<file path="config.mk">
export PLATFORM = sky130hd
export DESIGN_NAME = sect_guard
export DESIGN_NICKNAME = d
export VERILOG_FILES = /design/src/rtl/sect_guard_pkg.sv /design/src/rtl/sect_guard_frame.sv /design/src/rtl/sect_guard_store.sv /design/src/rtl/sect_guard_gate.sv /design/src/rtl/sect_guard.sv
export SDC_FILE = /design/constraint.sdc
export NUM_CORES = 2
export LEC_CHECK = 0
export ABC_CLOCK_PERIOD_IN_PS = 3920
export BUFFER_PORTS_ARGS = -buffer_cell sky130_fd_sc_hd__buf_4
export CORE_ASPECT_RATIO = 1.2
export CORE_MARGIN = 1.5
export CORE_UTILIZATION = 45
export CTS_CLUSTER_SIZE = 24
export DETAILED_ROUTE_END_ITERATION = 10
export PLACE_DENSITY = 0.68
export SYNTH_ARGS = -nofsm -noshare
export SYNTH_HDL_FRONTEND = slang
export SYNTH_SLANG_ARGS = --single-unit
</file>
<file path="constraint.sdc">
create_clock -name clk -period 3.92 [get_ports clk]
set_clock_uncertainty 0.2 [all_clocks]
set_input_delay 0.392 -clock clk [delete_from_list [all_inputs] [get_ports clk]]
set_output_delay 0.392 -clock clk [all_outputs]
set_load 0.005 [all_outputs]
</file>
<file path="src/rtl/sect_guard_pkg.sv">
package sect_guard_pkg;

   localparam int ADDR_W   = 24;
   localparam int HDR_LEN  = 4;
   localparam int ADDR_LEN = 3;

   localparam logic [7:0] PFX_A = 8'h3D;
   localparam logic [7:0] PFX_B = 8'h2A;
   localparam logic [7:0] PFX_C = 8'h7F;

   localparam logic [7:0] SEL_ON  = 8'hA9;
   localparam logic [7:0] SEL_OFF = 8'h9A;
   localparam logic [7:0] SEL_CLR = 8'hCF;
   localparam logic [7:0] SEL_PRG = 8'hFC;
   localparam logic [7:0] SEL_LCK = 8'h30;

   localparam logic [31:0] CHIP_SEQ = 32'hC794_809A;

   typedef enum logic [2:0] {
      CMD_NONE,
      CMD_PROT_ON,
      CMD_PROT_OFF,
      CMD_REG_CLR,
      CMD_REG_PRG,
      CMD_LOCK,
      CMD_CHIP
   } sg_cmd_e;

endpackage

</file>
<file path="src/rtl/sect_guard_frame.sv">
module sect_guard_frame
   import sect_guard_pkg::*;
#(
   parameter int NSEC   = 64,
   parameter int PAGE_W = 13,
   parameter int BYTE_W = 10
) (
   input  logic                      clk,
   input  logic                      rst_n,
   input  logic                      cs_n,
   input  logic                      byte_valid,
   input  logic [7:0]                byte_data,
   output sg_cmd_e                   cmd,
   output logic [$clog2(NSEC)-1:0]   lock_sect,
   output logic [NSEC*8-1:0]         stage
);

   localparam int SECT_W   = $clog2(NSEC);
   localparam int PROG_LEN = HDR_LEN + NSEC;
   localparam int LOCK_LEN = HDR_LEN + ADDR_LEN;
   localparam int MAX_LEN  = ((PROG_LEN > LOCK_LEN) ? PROG_LEN : LOCK_LEN) + 1;
   localparam int CNT_W    = $clog2(MAX_LEN + 1);
   localparam int SECT_LSB = BYTE_W + PAGE_W - SECT_W;
   localparam int TOP_BIT  = BYTE_W + PAGE_W;

   localparam logic [CNT_W-1:0] N_HDR = CNT_W'(HDR_LEN);
   localparam logic [CNT_W-1:0] N_PRG = CNT_W'(PROG_LEN);
   localparam logic [CNT_W-1:0] N_LCK = CNT_W'(LOCK_LEN);
   localparam logic [CNT_W-1:0] N_MAX = CNT_W'(MAX_LEN);

   if (SECT_W < 1 || (1 << SECT_W) != NSEC) begin : g_bad_nsec
      $error("sect_guard_frame: NSEC must be a power of two of at least 2");
   end
   if (PAGE_W <= SECT_W || BYTE_W < 1 || TOP_BIT >= ADDR_W) begin : g_bad_addr
      $error("sect_guard_frame: page and byte fields do not fit the address");
   end

   logic              cs_q;
   logic [CNT_W-1:0]  cnt;
   logic [31:0]       hdr;
   logic [ADDR_W-1:0] addr;
   logic              cs_rise;
   logic              unused_addr_bits;

   always_ff @(posedge clk or negedge rst_n) begin
      if (!rst_n) begin
         cs_q <= 1'b1;
         cnt  <= '0;
         hdr  <= '0;
         addr <= '0;
      end else begin
         cs_q <= cs_n;
         if (cs_n) begin
            cnt <= '0;
         end else if (byte_valid) begin
            if (cnt < N_HDR)
               hdr <= {hdr[23:0], byte_data};
            else if (cnt < N_LCK)
               addr <= {addr[ADDR_W-9:0], byte_data};
            if (cnt != N_MAX)
               cnt <= cnt + 1'b1;
         end
      end
   end

   always_ff @(posedge clk or negedge rst_n) begin
      if (!rst_n) begin
         stage <= '0;
      end else if (!cs_n && byte_valid) begin
         for (int g = 0; g < NSEC; g++) begin
            if (cnt == CNT_W'(HDR_LEN + g))
               stage[g*8 +: 8] <= byte_data;
         end
      end
   end

   assign cs_rise = cs_n & ~cs_q;

   always_comb begin
      cmd = CMD_NONE;
      if (cs_rise) begin
         if (hdr[31:8] == {PFX_A, PFX_B, PFX_C}) begin
            case (hdr[7:0])
               SEL_ON:  if (cnt == N_HDR) cmd = CMD_PROT_ON;
               SEL_OFF: if (cnt == N_HDR) cmd = CMD_PROT_OFF;
               SEL_CLR: if (cnt == N_HDR) cmd = CMD_REG_CLR;
               SEL_PRG: if (cnt == N_PRG) cmd = CMD_REG_PRG;
               SEL_LCK: if (cnt == N_LCK) cmd = CMD_LOCK;
               default: cmd = CMD_NONE;
            endcase
         end else if (hdr == CHIP_SEQ && cnt == N_HDR) begin
            cmd = CMD_CHIP;
         end
      end
   end

   assign lock_sect        = addr[SECT_LSB +: SECT_W];
   assign unused_addr_bits = ^{addr[ADDR_W-1:TOP_BIT], addr[SECT_LSB-1:0]};

   // a command is only ever issued on the cycle select returns high
   a_r6_cmd_on_rise: assert property (@(posedge clk) disable iff (!rst_n)
      (cmd != CMD_NONE) |-> (cs_n && !cs_q));

   // no byte is counted while the frame is closed
   a_r6_count_closed: assert property (@(posedge clk) disable iff (!rst_n)
      cs_n |=> (cnt == '0));

endmodule

</file>
<file path="src/rtl/sect_guard_store.sv">
module sect_guard_store
   import sect_guard_pkg::*;
#(
   parameter int NSEC   = 64,
   parameter int RD_REG = 0
) (
   input  logic                      clk,
   input  logic                      rst_n,
   input  sg_cmd_e                   cmd,
   input  logic [$clog2(NSEC)-1:0]   lock_sect,
   input  logic [NSEC*8-1:0]         stage,
   input  logic                      wp_eff,
   input  logic [$clog2(NSEC)-1:0]   rd_sector,
   output logic [NSEC*8-1:0]         spr,
   output logic [NSEC-1:0]           lock,
   output logic                      prot_en,
   output logic [7:0]                rd_prot,
   output logic [7:0]                rd_lock
);

   localparam int SECT_W = $clog2(NSEC);

   if (RD_REG != 0 && RD_REG != 1) begin : g_bad_rd
      $error("sect_guard_store: RD_REG must be 0 or 1");
   end

   logic       armed;
   logic [7:0] rd_prot_d;
   logic [7:0] rd_lock_d;

   always_ff @(posedge clk or negedge rst_n) begin
      if (!rst_n) begin
         spr     <= '0;
         lock    <= '0;
         prot_en <= 1'b0;
         armed   <= 1'b0;
      end else begin
         case (cmd)
            CMD_PROT_ON:  prot_en <= 1'b1;
            CMD_PROT_OFF: prot_en <= 1'b0;
            CMD_REG_CLR: begin
               if (!wp_eff) begin
                  spr   <= '1;
                  armed <= 1'b1;
               end
            end
            CMD_REG_PRG: begin
               if (!wp_eff && armed) begin
                  spr   <= stage;
                  armed <= 1'b0;
               end
            end
            CMD_LOCK: lock[lock_sect] <= 1'b1;
            default: ;
         endcase
      end
   end

   assign rd_prot_d = spr[{rd_sector, 3'b000} +: 8];
   assign rd_lock_d = {8{lock[rd_sector]}};

   if (RD_REG == 1) begin : g_rd_reg
      always_ff @(posedge clk or negedge rst_n) begin
         if (!rst_n) begin
            rd_prot <= '0;
            rd_lock <= '0;
         end else begin
            rd_prot <= rd_prot_d;
            rd_lock <= rd_lock_d;
         end
      end
   end else begin : g_rd_comb
      assign rd_prot = rd_prot_d;
      assign rd_lock = rd_lock_d;
   end

   a_r5_lock_sticky: assert property (@(posedge clk) disable iff (!rst_n)
      ((lock & $past(lock)) == $past(lock)));

   a_r2_mode_by_cmd: assert property (@(posedge clk) disable iff (!rst_n)
      !$stable(prot_en) |-> ($past(cmd) == CMD_PROT_ON || $past(cmd) == CMD_PROT_OFF));

   a_r4_spr_by_cmd: assert property (@(posedge clk) disable iff (!rst_n)
      !$stable(spr) |-> (!$past(wp_eff) &&
                         ($past(cmd) == CMD_REG_CLR || $past(cmd) == CMD_REG_PRG)));

   a_r3_clear_fills: assert property (@(posedge clk) disable iff (!rst_n)
      (cmd == CMD_REG_CLR && !wp_eff) |=> (spr == {NSEC*8{1'b1}}));

   a_r5_lock_sets: assert property (@(posedge clk) disable iff (!rst_n)
      (cmd == CMD_LOCK) |=> ($countones(lock) >= 1));

endmodule

</file>
<file path="src/rtl/sect_guard_gate.sv">
module sect_guard_gate
   import sect_guard_pkg::*;
#(
   parameter int NSEC   = 64,
   parameter int PAGE_W = 13
) (
   input  logic                 clk,
   input  logic                 rst_n,
   input  logic                 wp,
   input  logic                 erase_busy,
   input  sg_cmd_e              cmd,
   input  logic [NSEC*8-1:0]    spr,
   input  logic [NSEC-1:0]      lock,
   input  logic                 prot_en,
   input  logic [PAGE_W-1:0]    chk_page,
   output logic                 wp_eff,
   output logic                 chk_allow,
   output logic                 ce_go
);

   localparam int SECT_W = $clog2(NSEC);
   localparam int LOW_W  = PAGE_W - SECT_W;

   logic [NSEC-1:0]   deny;
   logic [SECT_W-1:0] chk_sect;
   logic              guard_on;
   logic              any_deny;
   logic              unused_page_low;

   assign guard_on = prot_en | wp_eff;

   for (genvar s = 0; s < NSEC; s++) begin : g_sect
      assign deny[s] = lock[s] | (guard_on & (spr[s*8 +: 8] == 8'hFF));
   end

   assign any_deny        = |deny;
   assign chk_sect        = chk_page[PAGE_W-1 -: SECT_W];
   assign unused_page_low = ^chk_page[LOW_W-1:0];
   assign chk_allow       = ~deny[chk_sect];

   always_ff @(posedge clk or negedge rst_n) begin
      if (!rst_n) begin
         wp_eff <= 1'b0;
         ce_go  <= 1'b0;
      end else begin
         if (!erase_busy)
            wp_eff <= wp;
         ce_go <= (cmd == CMD_CHIP) && !any_deny;
      end
   end

   a_r8_wp_hold_busy: assert property (@(posedge clk) disable iff (!rst_n)
      erase_busy |=> $stable(wp_eff));

   a_r8_wp_follow_idle: assert property (@(posedge clk) disable iff (!rst_n)
      !erase_busy |=> (wp_eff == $past(wp)));

   a_r5_lock_denies: assert property (@(posedge clk) disable iff (!rst_n)
      lock[chk_sect] |-> !chk_allow);

   a_r7_wp_denies: assert property (@(posedge clk) disable iff (!rst_n)
      (wp_eff && spr[{chk_sect, 3'b000} +: 8] == 8'hFF) |-> !chk_allow);

   a_r9_ce_single: assert property (@(posedge clk) disable iff (!rst_n)
      ce_go |=> !ce_go);

   a_r9_ce_from_cmd: assert property (@(posedge clk) disable iff (!rst_n)
      ce_go |-> ($past(cmd) == CMD_CHIP));

endmodule

</file>
<file path="src/rtl/sect_guard.sv">
module sect_guard
   import sect_guard_pkg::*;
#(
   parameter int NSEC   = 64,
   parameter int PAGE_W = 13,
   parameter int BYTE_W = 10,
   parameter int RD_REG = 0
) (
   input  logic                     clk,
   input  logic                     rst_n,
   input  logic                     cs_n,
   input  logic                     byte_valid,
   input  logic [7:0]               byte_data,
   input  logic                     wp,
   input  logic                     erase_busy,
   input  logic [PAGE_W-1:0]        chk_page,
   output logic                     chk_allow,
   input  logic [$clog2(NSEC)-1:0]  rd_sector,
   output logic [7:0]               rd_prot,
   output logic [7:0]               rd_lock,
   output logic                     ce_go
);

   localparam int SECT_W = $clog2(NSEC);

   sg_cmd_e             cmd;
   logic [SECT_W-1:0]   lock_sect;
   logic [NSEC*8-1:0]   stage;
   logic [NSEC*8-1:0]   spr;
   logic [NSEC-1:0]     lock;
   logic                prot_en;
   logic                wp_eff;

   sect_guard_frame #(
      .NSEC   (NSEC),
      .PAGE_W (PAGE_W),
      .BYTE_W (BYTE_W)
   ) u_frame (
      .clk        (clk),
      .rst_n      (rst_n),
      .cs_n       (cs_n),
      .byte_valid (byte_valid),
      .byte_data  (byte_data),
      .cmd        (cmd),
      .lock_sect  (lock_sect),
      .stage      (stage)
   );

   sect_guard_store #(
      .NSEC   (NSEC),
      .RD_REG (RD_REG)
   ) u_store (
      .clk       (clk),
      .rst_n     (rst_n),
      .cmd       (cmd),
      .lock_sect (lock_sect),
      .stage     (stage),
      .wp_eff    (wp_eff),
      .rd_sector (rd_sector),
      .spr       (spr),
      .lock      (lock),
      .prot_en   (prot_en),
      .rd_prot   (rd_prot),
      .rd_lock   (rd_lock)
   );

   sect_guard_gate #(
      .NSEC   (NSEC),
      .PAGE_W (PAGE_W)
   ) u_gate (
      .clk        (clk),
      .rst_n      (rst_n),
      .wp         (wp),
      .erase_busy (erase_busy),
      .cmd        (cmd),
      .spr        (spr),
      .lock       (lock),
      .prot_en    (prot_en),
      .chk_page   (chk_page),
      .wp_eff     (wp_eff),
      .chk_allow  (chk_allow),
      .ce_go      (ce_go)
   );

endmodule

</file>
==> impl_metrics.tcl <==
set metrics [dict create \
    grt_pass1_wl_um 226000 \
    p_leak_nw 28.3 \
    yosys_warnings 0 \
    outcome "finished, violations left" \
    setup_violations 1 \
    critPathLaunchType "flop" \
    die_x_um 313 \
    finalCritPeriodShare 1.00 \
    synth_nets 4447 \
    wirelength_um 147000 \
    areaGrowthSynthToFinish_pct 11.0 \
    synth_flop_cell "dfrtp_1" \
    routabilityCongestion 0.973 \
    finalNetCount 4448 \
    dr.pass1.iters 6 \
    vdd_drop_max_mv 0.305 \
    antenna_found_initial 6 \
    ios 51 \
    rsz0062_at_grt "false" \
    critPathMaxStageDelay_ps 680 \
    drv_slew 0 \
    clock_tree.root_cell "clkbuf_16" \
    drive_gt1_frac 0.258 \
    dpl_cell_area_mm2 0.0537 \
    cts_tree "built" \
    via_count 36300 \
    cts_buffers 106 \
    final_common_cell "dfrtp_1" \
    violations "negative setup slack" \
    required_ps 3330 \
    dieArea_mm2 0.117 \
    synth_seq_cells 1150 \
    grt_overflow 0 \
    routedWlPerCell_um 24.4 \
    setup_ws_ps -5.93 \
    grtUsageTotal 0.252 \
    path_max_fanout 49 \
    clk_path_buf_depth 3 \
    powerDensity_mw_per_mm2 419 \
    drc 0 \
    cts.sinks 1150 \
    tightestPinTransition_ps 1290 \
    drv_cap 0 \
    crit_chain "nor2_4 -> buf_12 -> o31ai_1 -> o22ai_1 -> nor4_1 -> or4_1 -> nand4_1 -> buf_4" \
    synth_edf_count 0 \
    stdcell_area_mm2 0.0575 \
    num_rows 136 \
    worst_setup_path_end_kind "output pin" \
    ys_seq_area_frac 0.555 \
    arrival_ps 3330 \
    start_util 0.453 \
    grt_max_degree 119 \
    antenna_left 0 \
    r2r_cells 8 \
    io_buffers 43 \
    min_period_ps 3930 \
    max-slew-margin-rel 0.140 \
    syn_area_per_cell_um2 11.8 \
    synthDistinctLibCells 64 \
    clk_latency_ps 710 \
    drt-initial-drc-count 3793 \
    cp_slowest_cell "o31ai_1" \
    fp.dieH_um 375 \
    post-cts-setup-buffer-count 0 \
    ys_async_sr_fraction 1.00 \
    hpwlAfterDp_um 96100 \
    synthesis.area_mm2 0.0518 \
    layout_common_cells "dfrtp_1 (1148), nor2_1 (1086), mux2_2 (561)" \
    coreArea_mm2 0.114 \
    critPathKind "reg2out" \
    clk_pin_slew_worst_paths_ps 70 \
    fin_hold_ws_ps 136 \
    hold_class "in2async" \
    grt_pass1_vias 36200 \
    netlist_instances 4410 \
    final_hold_viol_count 0 \
    viasPerCell 6.02 \
    htreeDepth 3 \
    fmax_ghz 0.255 \
]
==> what timing repair did <==
| item | 4_1_cts | 5_1_grt |
|---|---|---|
| gates resized for setup | 0 | 6 |
| endpoints found under the setup margin | 0 | 1 |
| hold endpoints to repair | 61 | 0 |
| hold buffers | 5 | 0 |
==> report_power, final <==
part | switching (mW) | total [mW] | internal, mW
Clock | 4.62 | 11.0 | 6.36
Combinational | 0.677 | 1.03 | 0.349
Sequential | 0.107 | 12.1 | 12.0
==> cells by family after synthesis <==
| group | count (synthesis) | synth area share |
|---|---|---|
| adders and majority gates | 4 | 0.000966 |
| AOI/OAI and AO/OA | 679 | 0.0729 |
| buffers and inverters | 369 | 0.0441 |
| muxes | 750 | 0.204 |
| DFF | 1150 | 0.555 |
| xor gates and xnor gates | 4 | 0.000676 |
| and+or+nand+nor | 1454 | 0.122 |
==> registers in the layout (all words and copies together), names as in the netlist <==
signal,count
u_frame.stage,512
u_store.spr,512
u_store.lock,64
u_frame.hdr,32
u_frame.addr,18
u_frame.cnt,7
u_frame.cs_q,1
u_gate.ce_go,1
u_gate.wp_eff,1
u_store.armed,1
u_store.prot_en,1
==> final timing paths <==
check	slack [ps]	from	end
worst max-delay path	-6	u_gate.wp_eff$_DFFE_PN0N_	chk_allow
worst min register to register	280	u_store.lock[6]$_DFFE_PN0N_	u_store.lock[6]$_DFFE_PN0N_
worst min-delay path	140	rst_n	u_frame.stage[417]$_DFFE_PN0P_
max in group asynchronous	2160	rst_n	u_frame.stage[135]$_DFFE_PN0P_
min in group clk	270	erase_busy	u_gate.wp_eff$_DFFE_PN0N_
worst max register to register	510	u_frame.cnt[0]$_DFFE_PN0P_	u_store.lock[60]$_DFFE_PN0N_
==> through the flow <==
| step | utilization | std cells | setup WS [ps] | power (mW) | setup TNS (ps) |
|---|---|---|---|---|---|
| 3_3_place_gp | 0.470 | 5816 | 400 | 13.3 | 0 |
| 5_1_grt | 0.503 | 6019 | 2.75 | 24.8 | 0 |
| 2_1_floorplan | - | 4410 | 536 | 12.8 | 0 |
| 4_1_cts | 0.503 | 6019 | 31.5 | 24.2 | 0 |
| 6_report | 0.503 | 6021 | -5.93 | 24.1 | -5.93 |
| 3_5_place_dp | 0.470 | 5816 | 386 | 13.3 | 0 |
==> layout make-up <==
cell class                 instances  area (µm²)
antenna                            2        5.00
timing repair buffer             208        2140
tap                             1518        1900
inverter                          54         203
sequential                      1150       28800
fill                            9937       56800
clock inverter                    51         599
clock buffer                     147        3120
multi-input combinational       2891       20800
==> worst max-delay path: cells and delay by family, from the launching register on <==
kind | cells | cell delay (ps)
flops | 1 | 430
compound gates | 2 | 890
simple gates | 4 | 810
buf+inv | 2 | 430
==> layer usage <==
metal | routed length [µm] | vias up | part of all wire | track usage
met5 | 53 | - | 0.00036 | 0
li1 | - | 15600 | - | -
met2 | 70400 | 1414 | 0.48 | 0.407
met4 | 7520 | 8 | 0.051 | 0.125
met1 | 58200 | 18900 | 0.40 | 0.329
met3 | 11000 | 335 | 0.075 | 0.0424
==> synth_stat cells (7+ instances only) <==
cell type  number  area [µm²]
dfrtp_1      1149       28800
nor2_1       1087        4080
mux2_2        561        6320
a21oi_1       519        2600
mux4_2        189        4260
nand4_1       141         882
clkbuf_1      120         450
buf_6         104        1170
buf_2          70         350
inv_1          54         203
nand2_1        50         188
nor3_1         50         250
o31ai_1        47         353
nor4_1         28         175
a21o_1         26         195
nand3_1        25         125
o311ai_0       16         140
o21ai_0        15        75.1
o21bai_1       13        97.6
buf_1          12        45.0
o21ai_1        10        50.1
buf_4           9        67.6
o22ai_1         9        56.3
nor2b_1         7        43.8
nor3b_1         7        52.6
nor4bb_1        7        70.1
(Power assumes the default switching activity.)
